==> src/rtl/pwrclk_pkg.sv <==
package pwrclk_pkg;

  typedef enum logic [1:0] {
    MODE_RUN  = 2'b00,
    MODE_IDLE = 2'b01,
    MODE_PD   = 2'b10
  } pwr_mode_e;

  // internal ticks a reset request must be held before it is accepted
  function automatic int unsigned qual_ticks(int unsigned mcycles, int unsigned states);
    return mcycles * states;
  endfunction

  // input-clock cycles in one machine cycle
  function automatic int unsigned mc_period(int unsigned div, int unsigned states);
    return div * states;
  endfunction

  // power-down wins when both requests are set
  function automatic pwr_mode_e decode_req(logic idle_req, logic pd_req);
    if (pd_req)   return MODE_PD;
    if (idle_req) return MODE_IDLE;
    return MODE_RUN;
  endfunction

endpackage

==> src/rtl/pwrclk_divider.sv <==
module pwrclk_divider #(
  parameter int unsigned CLK_DIV   = 2,
  parameter int unsigned MC_STATES = 6
) (
  input  logic clk_in,
  input  logic por_n,
  output logic int_tick,
  output logic mc_end
);
  localparam int unsigned SW = (MC_STATES > 1) ? $clog2(MC_STATES) : 1;
  localparam logic [SW-1:0] ST_LAST = SW'(MC_STATES - 1);

  generate
    if (CLK_DIV <= 1) begin : g_nodiv
      assign int_tick = 1'b1;
    end else begin : g_div
      localparam int unsigned DW = $clog2(CLK_DIV);
      localparam logic [DW-1:0] DIV_LAST = DW'(CLK_DIV - 1);
      logic [DW-1:0] div_q;
      always_ff @(posedge clk_in or negedge por_n) begin
        if (!por_n)                div_q <= '0;
        else if (div_q == DIV_LAST) div_q <= '0;
        else                       div_q <= div_q + 1'b1;
      end
      assign int_tick = (div_q == DIV_LAST);
    end
  endgenerate

  logic [SW-1:0] st_q;
  always_ff @(posedge clk_in or negedge por_n) begin
    if (!por_n) st_q <= '0;
    else if (int_tick) begin
      if (st_q == ST_LAST) st_q <= '0;
      else                 st_q <= st_q + 1'b1;
    end
  end

  assign mc_end = int_tick && (st_q == ST_LAST);
endmodule

==> src/rtl/pwrclk_rst_qual.sv <==
module pwrclk_rst_qual #(
  parameter int unsigned LIMIT = 12
) (
  input  logic clk_in,
  input  logic por_n,
  input  logic ext_rst,
  input  logic int_tick,
  output logic rst_ok
);
  localparam int unsigned CW = $clog2(LIMIT + 1);
  localparam logic [CW-1:0] CNT_LAST = CW'(LIMIT - 1);

  logic [CW-1:0] cnt_q;
  always_ff @(posedge clk_in or negedge por_n) begin
    if (!por_n) begin
      cnt_q  <= '0;
      rst_ok <= 1'b0;
    end else if (!ext_rst) begin
      cnt_q  <= '0;
      rst_ok <= 1'b0;
    end else if (int_tick && !rst_ok) begin
      cnt_q <= cnt_q + 1'b1;
      if (cnt_q == CNT_LAST) rst_ok <= 1'b1;
    end
  end
endmodule

==> src/rtl/pwrclk_mode_ctrl.sv <==
module pwrclk_mode_ctrl
  import pwrclk_pkg::*;
(
  input  logic      clk_in,
  input  logic      por_n,
  input  logic      sys_rst,
  input  logic      mc_end,
  input  logic      irq_pend,
  input  logic      wr_accept,
  input  logic      req_idle,
  input  logic      req_pd,
  output pwr_mode_e mode_q,
  output logic      wake_hit
);
  logic wake_q;

  assign wake_hit = (mode_q == MODE_IDLE) && mc_end && (wake_q || irq_pend);

  always_ff @(posedge clk_in or negedge por_n) begin
    if (!por_n) begin
      mode_q <= MODE_RUN;
      wake_q <= 1'b0;
    end else if (sys_rst) begin
      mode_q <= MODE_RUN;
      wake_q <= 1'b0;
    end else if (wr_accept) begin
      mode_q <= decode_req(req_idle, req_pd);
      wake_q <= 1'b0;
    end else if (wake_hit) begin
      mode_q <= MODE_RUN;
      wake_q <= 1'b0;
    end else if (mode_q == MODE_IDLE && irq_pend) begin
      wake_q <= 1'b1;
    end
  end
endmodule

==> src/rtl/pwrclk_ctrl.sv <==
module pwrclk_ctrl
  import pwrclk_pkg::*;
#(
  parameter int unsigned CLK_DIV   = 2,
  parameter int unsigned MC_STATES = 6,
  parameter int unsigned RST_MC    = 2,
  parameter int unsigned IDLE_BIT  = 0,
  parameter int unsigned PD_BIT    = 1
) (
  input  logic       clk_in,
  input  logic       por_n,
  input  logic       ext_rst,
  input  logic       irq_pend,
  input  logic       pcon_we,
  input  logic [1:0] pcon_wdata,
  output logic       osc_en,
  output logic       per_clk_en,
  output logic       cpu_clk_en,
  output logic       mcyc_end,
  output logic       sys_rst
);
  localparam int unsigned QUAL_LIMIT = qual_ticks(RST_MC, MC_STATES);

  logic      int_tick;
  logic      mc_end;
  logic      wr_accept;
  logic      wake_hit;
  pwr_mode_e mode_q;

  pwrclk_divider #(.CLK_DIV(CLK_DIV), .MC_STATES(MC_STATES)) u_div (
    .clk_in(clk_in), .por_n(por_n), .int_tick(int_tick), .mc_end(mc_end)
  );

  pwrclk_rst_qual #(.LIMIT(QUAL_LIMIT)) u_qual (
    .clk_in(clk_in), .por_n(por_n), .ext_rst(ext_rst),
    .int_tick(int_tick), .rst_ok(sys_rst)
  );

  assign wr_accept = pcon_we && !sys_rst && (mode_q == MODE_RUN);

  pwrclk_mode_ctrl u_mode (
    .clk_in(clk_in), .por_n(por_n), .sys_rst(sys_rst), .mc_end(mc_end),
    .irq_pend(irq_pend), .wr_accept(wr_accept),
    .req_idle(pcon_wdata[IDLE_BIT]), .req_pd(pcon_wdata[PD_BIT]),
    .mode_q(mode_q), .wake_hit(wake_hit)
  );

  assign osc_en     = (mode_q != MODE_PD);
  assign per_clk_en = (mode_q != MODE_PD);
  assign cpu_clk_en = (mode_q == MODE_RUN);
  assign mcyc_end   = mc_end;
endmodule

==> config.mk <==
export PLATFORM = sky130hd
export DESIGN_NAME = pwrclk_ctrl
export DESIGN_NICKNAME = d
export VERILOG_FILES = /design/src/rtl/pwrclk_pkg.sv /design/src/rtl/pwrclk_divider.sv /design/src/rtl/pwrclk_rst_qual.sv /design/src/rtl/pwrclk_mode_ctrl.sv /design/src/rtl/pwrclk_ctrl.sv
export SDC_FILE = /design/constraint.sdc
export NUM_CORES = 1
export LEC_CHECK = 0
export BUFFER_PORTS_ARGS = -buffer_cell sky130_fd_sc_hd__buf_2
export CAP_MARGIN = 5
export CORE_AREA = 2 2 39 41
export DETAILED_ROUTE_END_ITERATION = 16
export DIE_AREA = 0 0 41 43
export GPL_ROUTABILITY_DRIVEN = 0
export PLACE_DENSITY_LB_ADDON = 0.3
export SLEW_MARGIN = 20
export SYNTH_ARGS = -nofsm -noshare
export SYNTH_HDL_FRONTEND = slang
export SYNTH_SLANG_ARGS = --single-unit
==> constraint.sdc <==
create_clock -name clk_in -period 1.5 [get_ports clk_in]
set_clock_uncertainty 0.15 [all_clocks]
set_input_delay 0.225 -clock clk_in [delete_from_list [all_inputs] [get_ports clk_in]]
set_output_delay 0.225 -clock clk_in [all_outputs]
set_load 0.05 [all_outputs]
# ---- Word-level counts from Yosys, hierarchy flattened
# Index checks and enable logic that the tools add are counted.
dict set report classes {
  div 0
  muxes 25
  bitwise_logic 0
  add_sub_neg 3
  multipliers 0
  shifts 0
  order_cmp 0
  n_eq_ne 6
  reduce_logical 13
}
# op n
set ops {}
lappend ops {{2-to-1 mux 1 bit} 15}
lappend ops {{2-to-1 mux 2 bit} 7}
lappend ops {{2-to-1 mux 4 bit} 2}
lappend ops {{logical AND 1 bit} 7}
lappend ops {{adder 4 x 1 -> 4 bit (second input constant)} 1}
lappend ops {{== test 4 bit (second input constant)} 1}
lappend ops {{!= test 2 x 1 -> 1 bit (second input constant)} 2}
lappend ops {{nonzero test 4 bit} 1}
lappend ops {{adder 3 x 1 -> 3 bit (second input constant)} 1}
lappend ops {{== test 3 bit (second input constant)} 1}
lappend ops {{2-to-1 mux 3 bit} 1}
lappend ops {{nonzero test 3 bit} 1}
lappend ops {{== test 2 x 1 -> 1 bit (second input constant)} 1}
lappend ops {{logical NOT 2 bit} 1}
lappend ops {{!= test 2 bit (second input constant)} 1}
lappend ops {{AND reduction 2 bit} 1}
lappend ops {{adder 1 bit (second input constant)} 1}
lappend ops {{logical NOT 1 bit} 1}
lappend ops {{logical OR 1 bit} 1}
dict set report totals {
  mem_bits_rw 0
  regBits 12
  inputBits 7
  romBits 0
  wordCells 53
  latchBits 0
  mem_count 0
}

# ---- Longest topological paths before layout
dict set report depth {
  word_depth 12
  ltp_mapped 4
  depth_no_buf 4
}

# ---- Cells and area by module
# A second synthesis with hierarchy kept.
dict set report hier_totals {
  cells_unflattened 52
  hier_area_um2 606.8
}
# module n_inst seq_area_each_um2 cells_each area_per_inst_um2
set by_module_without_submodules {}
lappend by_module_without_submodules {pwrclk_rst_qual 1 125.1 20 247.7}
lappend by_module_without_submodules {pwrclk_mode_ctrl 1 75.1 16 166.4}
lappend by_module_without_submodules {pwrclk_divider 1 100.1 12 160.2}
lappend by_module_without_submodules {pwrclk_ctrl 1 0.0 4 32.5}

# ---- Worst setup path before layout
# Ideal clock, no wire load.
dict set report synth_timing {
  path_kind {reg2reg}
  startpoint {register u_qual.rst_ok}
  endpoint {register u_qual.cnt_q[3]}
  slack_ns -0.080
  t_arrival_ns 1.352
  required_time_ns 1.272
  stages_incl_launch_ff 4
  path_buffers 0
  setup_time_ns 0.078
  path_cell_list {dfrtp_1 > nand2b_2 > or3_1 > a21boi_1}
}
dict set report synth_between {
  elab_chain_cells 3
}
# item line_no
set synth_rtl {}
lappend synth_rtl {{start, declared} pwrclk_rst_qual.sv:8} ;# output logic rst_ok
lappend synth_rtl {{start signal, assigned} pwrclk_rst_qual.sv:17} ;# rst_ok <= 1'b0;
lappend synth_rtl {{start signal, assigned} pwrclk_rst_qual.sv:20} ;# rst_ok <= 1'b0;
lappend synth_rtl {{start signal, assigned} pwrclk_rst_qual.sv:23} ;# if (cnt_q == CNT_LAST) rst_ok <= 1'b1;
lappend synth_rtl {{logical NOT 1 bit} pwrclk_rst_qual.sv:21} ;# end else if (int_tick && !rst_ok) begin
lappend synth_rtl {{logical AND 1 bit} pwrclk_rst_qual.sv:21}
lappend synth_rtl {{!= test 2 x 1 -> 1 bit (no source line)} -}
lappend synth_rtl {{end signal, assigned} pwrclk_rst_qual.sv:22} ;# cnt_q <= cnt_q + 1'b1;
lappend synth_rtl {{end, declared} pwrclk_rst_qual.sv:13} ;# logic [CW-1:0] cnt_q;
# Every way passes these cells.
# A chain may end at the register's enable or synchronous reset.

# ---- Worst setup path after layout
dict set report layout_timing {
  startpoint {register u_div.st_q[1]}
  endpoint {output port mcyc_end}
}
dict set report layout_between {
  elab_chain_cells 2
}
# item line_no
set layout_rtl {}
lappend layout_rtl {{start, declared} pwrclk_divider.sv:29} ;# logic [SW-1:0] st_q;
lappend layout_rtl {{start signal, assigned} pwrclk_divider.sv:34} ;# else st_q <= st_q + 1'b1;
lappend layout_rtl {{== test 3 bit} pwrclk_divider.sv:38} ;# assign mc_end = int_tick && (st_q == ST_LAST);
lappend layout_rtl {{logical AND 1 bit} pwrclk_divider.sv:38}
lappend layout_rtl {{end, declared} pwrclk_ctrl.sv:19} ;# output logic mcyc_end,
# Every way passes these cells.

==> impl_metrics.ini <==
[run_status]
outcome = completed

[yosys]
synth_edf_count = 0
async_reset_ff_share_pct = 100
yosysSeqAreaShare_pct = 53.0
synth_cells = 52
synth_ff_type = dfrtp_1
synthDistinctLibCells = 28
netlist_area_um2 = 567
avgSynthCellArea_um2 = 10.9
synth_warnings = 0
syn-num-nets = 60
synth_seq_cells = 12

[sta]
setup_viol = 0
worst_slew_pin_slew_ps = 263
period_share_pct = 97.2
final_max_slew_viol_count = 0
fmax_mhz = 686
fin_crit_ps = 1460
hold_viol = 0
rsz0062_at_grt = yes
relSlewSlack_pct = 82.5
hold_slack_ps = 65.3

[layout]
nets = 80
layout_common_cells = dfrtp_1, buf_2, buf_4, inv_1
final_common_cell = dfrtp_1
layout.cells.non_filler = 87
finalInstanceArea_um2 = 724
drive_gt1_share_pct = 33.8
diodes = 0
area.growth.synth_to_final_pct = 27.8

[routing]
first_iter_violations = 1
drtPass1Iterations = 2
wl_per_cell_um = 10.9
vias = 435
viasPerCell = 5.00
ant_nets = 0
drcViolationCount = 0
wl_um = 944

[floorplanning]
ios = 12
coreArea_um2 = 1380
initial_utilization_pct = 41.0
die_h_um = 43
die_area_um2 = 1760
die_w_um = 41
num_rows = 14

[place]
place_area_um2 = 643
post-dp-hpwl_um = 701
port-buffer-count = 11
place_inst = 79

[min_path]
hold_path_startpoint = ext_rst
hold_depth = 2
whs_endpoint = u_qual.rst_ok$_DFFE_PN0P_
holdCritPathClass = in -> reg

[clock_tree]
clk_latency_ps = 270
cts_root_buf = clkbuf_4
cts.sinks = 12
clkTransAtPathRegs_ps = 80
tritoncts = done
cts_max_level = 1
clk_path_buf_depth = 2
cts-buffers-inserted = 3

[power_and_ir_drop]
power.leakage_nw = 0.364
switching_share_pct = 21.6
p_int_uw = 494
seqPwrFrac_pct = 52.5
combPwrFrac_pct = 7.1
clock_power_share_pct = 40.4
worst_ir_drop_vdd_uv = 439
switchingPower_uw = 136
power_density_nw_per_um2 = 869

[grt]
grt_max_degree = 13
grt_usage_pct = 13.6
overflow = 0
grt_pass1_wl_mm = 1.56
antenna_found_initial = 0
grt_pass1_vias = 380

[critical_path]
cp.arrival_ps = 1080
rr_startpoint = u_mode.mode_q[0]$_DFFE_PN0P_
rr_worst_depth = 3
slowest_delay_ps = 370
r2r_setup_slack_ps = 110
cp_slowest_cell = dfrtp_1
worst_setup_path_end_kind = output pin
path_buf_inv = 2
r2r_end = u_mode.mode_q[0]$_DFFE_PN0P_
worstPathMaxFanout = 2
crit_type = reg -> out
crit_path_cell_trace = nand4b_1 -> inv_1 -> buf_6
cp.required_ps = 1120
start_kind = flip-flop
crit_family = flip-flops

[job]
cap_violations = 0
synth_stat cells, types with 2 or more instances:
library cell,number,area (µm²)
inv_1,4,15.0
xnor2_1,2,17.5
nand2_1,3,11.3
nor2_1,3,11.3
o21ai_0,3,15.0
and2_1,2,12.5
nand3_1,2,10.0
a21oi_1,2,10.0
dfrtp_1,12,300
power by group through the flow:
stage / sequential [mW] / clock (mW) / combinational [mW]
detailed placement: 0.337 / 0 / 0.0425
finish: 0.330 / 0.254 / 0.0449
CTS: 0.330 / 0.262 / 0.0448
global route: 0.331 / 0.276 / 0.0509
global placement: 0.337 / 0 / 0.0421
floorplan: 0.336 / 0 / 0.0235
worst max-delay path by stage:
stage	start	end	slack, ps	cells past startpoint
finish	u_div.st_q[1]$_DFFE_PN0P_	mcyc_end	40	3
global route	u_div.st_q[1]$_DFFE_PN0P_	mcyc_end	-50	3
CTS	u_mode.mode_q[0]$_DFFE_PN0P_	osc_en	20	3
detailed placement	u_mode.mode_q[0]$_DFFE_PN0P_	u_mode.mode_q[0]$_DFFE_PN0P_	110	3
global placement	u_div.int_tick$_DFF_PN0_	mcyc_end	150	3
floorplan	u_mode.mode_q[0]$_DFFE_PN0P_	per_clk_en	30	3
final cells by class:
type                       count  area (µm²)
multi-input combinational     35         244
tap                           16        20.0
sequential                    12         303
clock buffer                   4        36.3
timing repair buffer          16         106
fill                         125         659
inverter                       4        15.0
flip-flops by register name (all words and copies together) (netlist names):
name and cells:
u_mode.mode_q 2, u_div.st_q 3, u_qual.rst_ok 1, u_mode.wake_q 1, u_qual.cnt_q 4, u_div.int_tick 1
per-stage QoR:
| stage | total power, mW | util, % | setup slack (ps) | TNS [ps] |
|---|---|---|---|---|
| floorplan | 0.360 | - | 31.5 | 0 |
| finish | 0.629 | 52.4 | 41.6 | 0 |
| detailed placement | 0.379 | 46.5 | 109 | 0 |
| global placement | 0.379 | 46.5 | 152 | 0 |
| global route | 0.657 | 52.4 | -49.9 | -49.9 |
| CTS | 0.637 | 51.4 | 16.5 | 0 |
kinds of logic (layout without fill, tap and decap cells):
kind of cell / count (synthesis) / in the layout / synth area share, %
buffers and inverters: 5 / 24 / 3.97
AOI/OAI and AO/OA: 10 / 10 / 10.8
xor gates and xnor gates: 3 / 3 / 4.64
and+or+nand+nor: 19 / 19 / 21.6
muxes: 2 / 2 / 3.75
adders and majority gates: 1 / 1 / 2.21
DFF: 12 / 12 / 53.0
metal layers:
layer	GRT usage (%)	vias to the layer above	routed length, µm
met5	0	-	0
li1	-	220	-
met2	19.1	11	435
met3	4.71	2	61
met4	10.0	0	9
met1	16.3	202	437
timing repair:
item	CTS	global route
hold buffers	1	0
endpoints found under the setup margin	1	3
endpoints found under the hold margin	12	0
pin swaps	0	0
gates resized for setup	3	4
setup buffers	2	1
No activity file was read; power rests on OpenSTA's default activity.
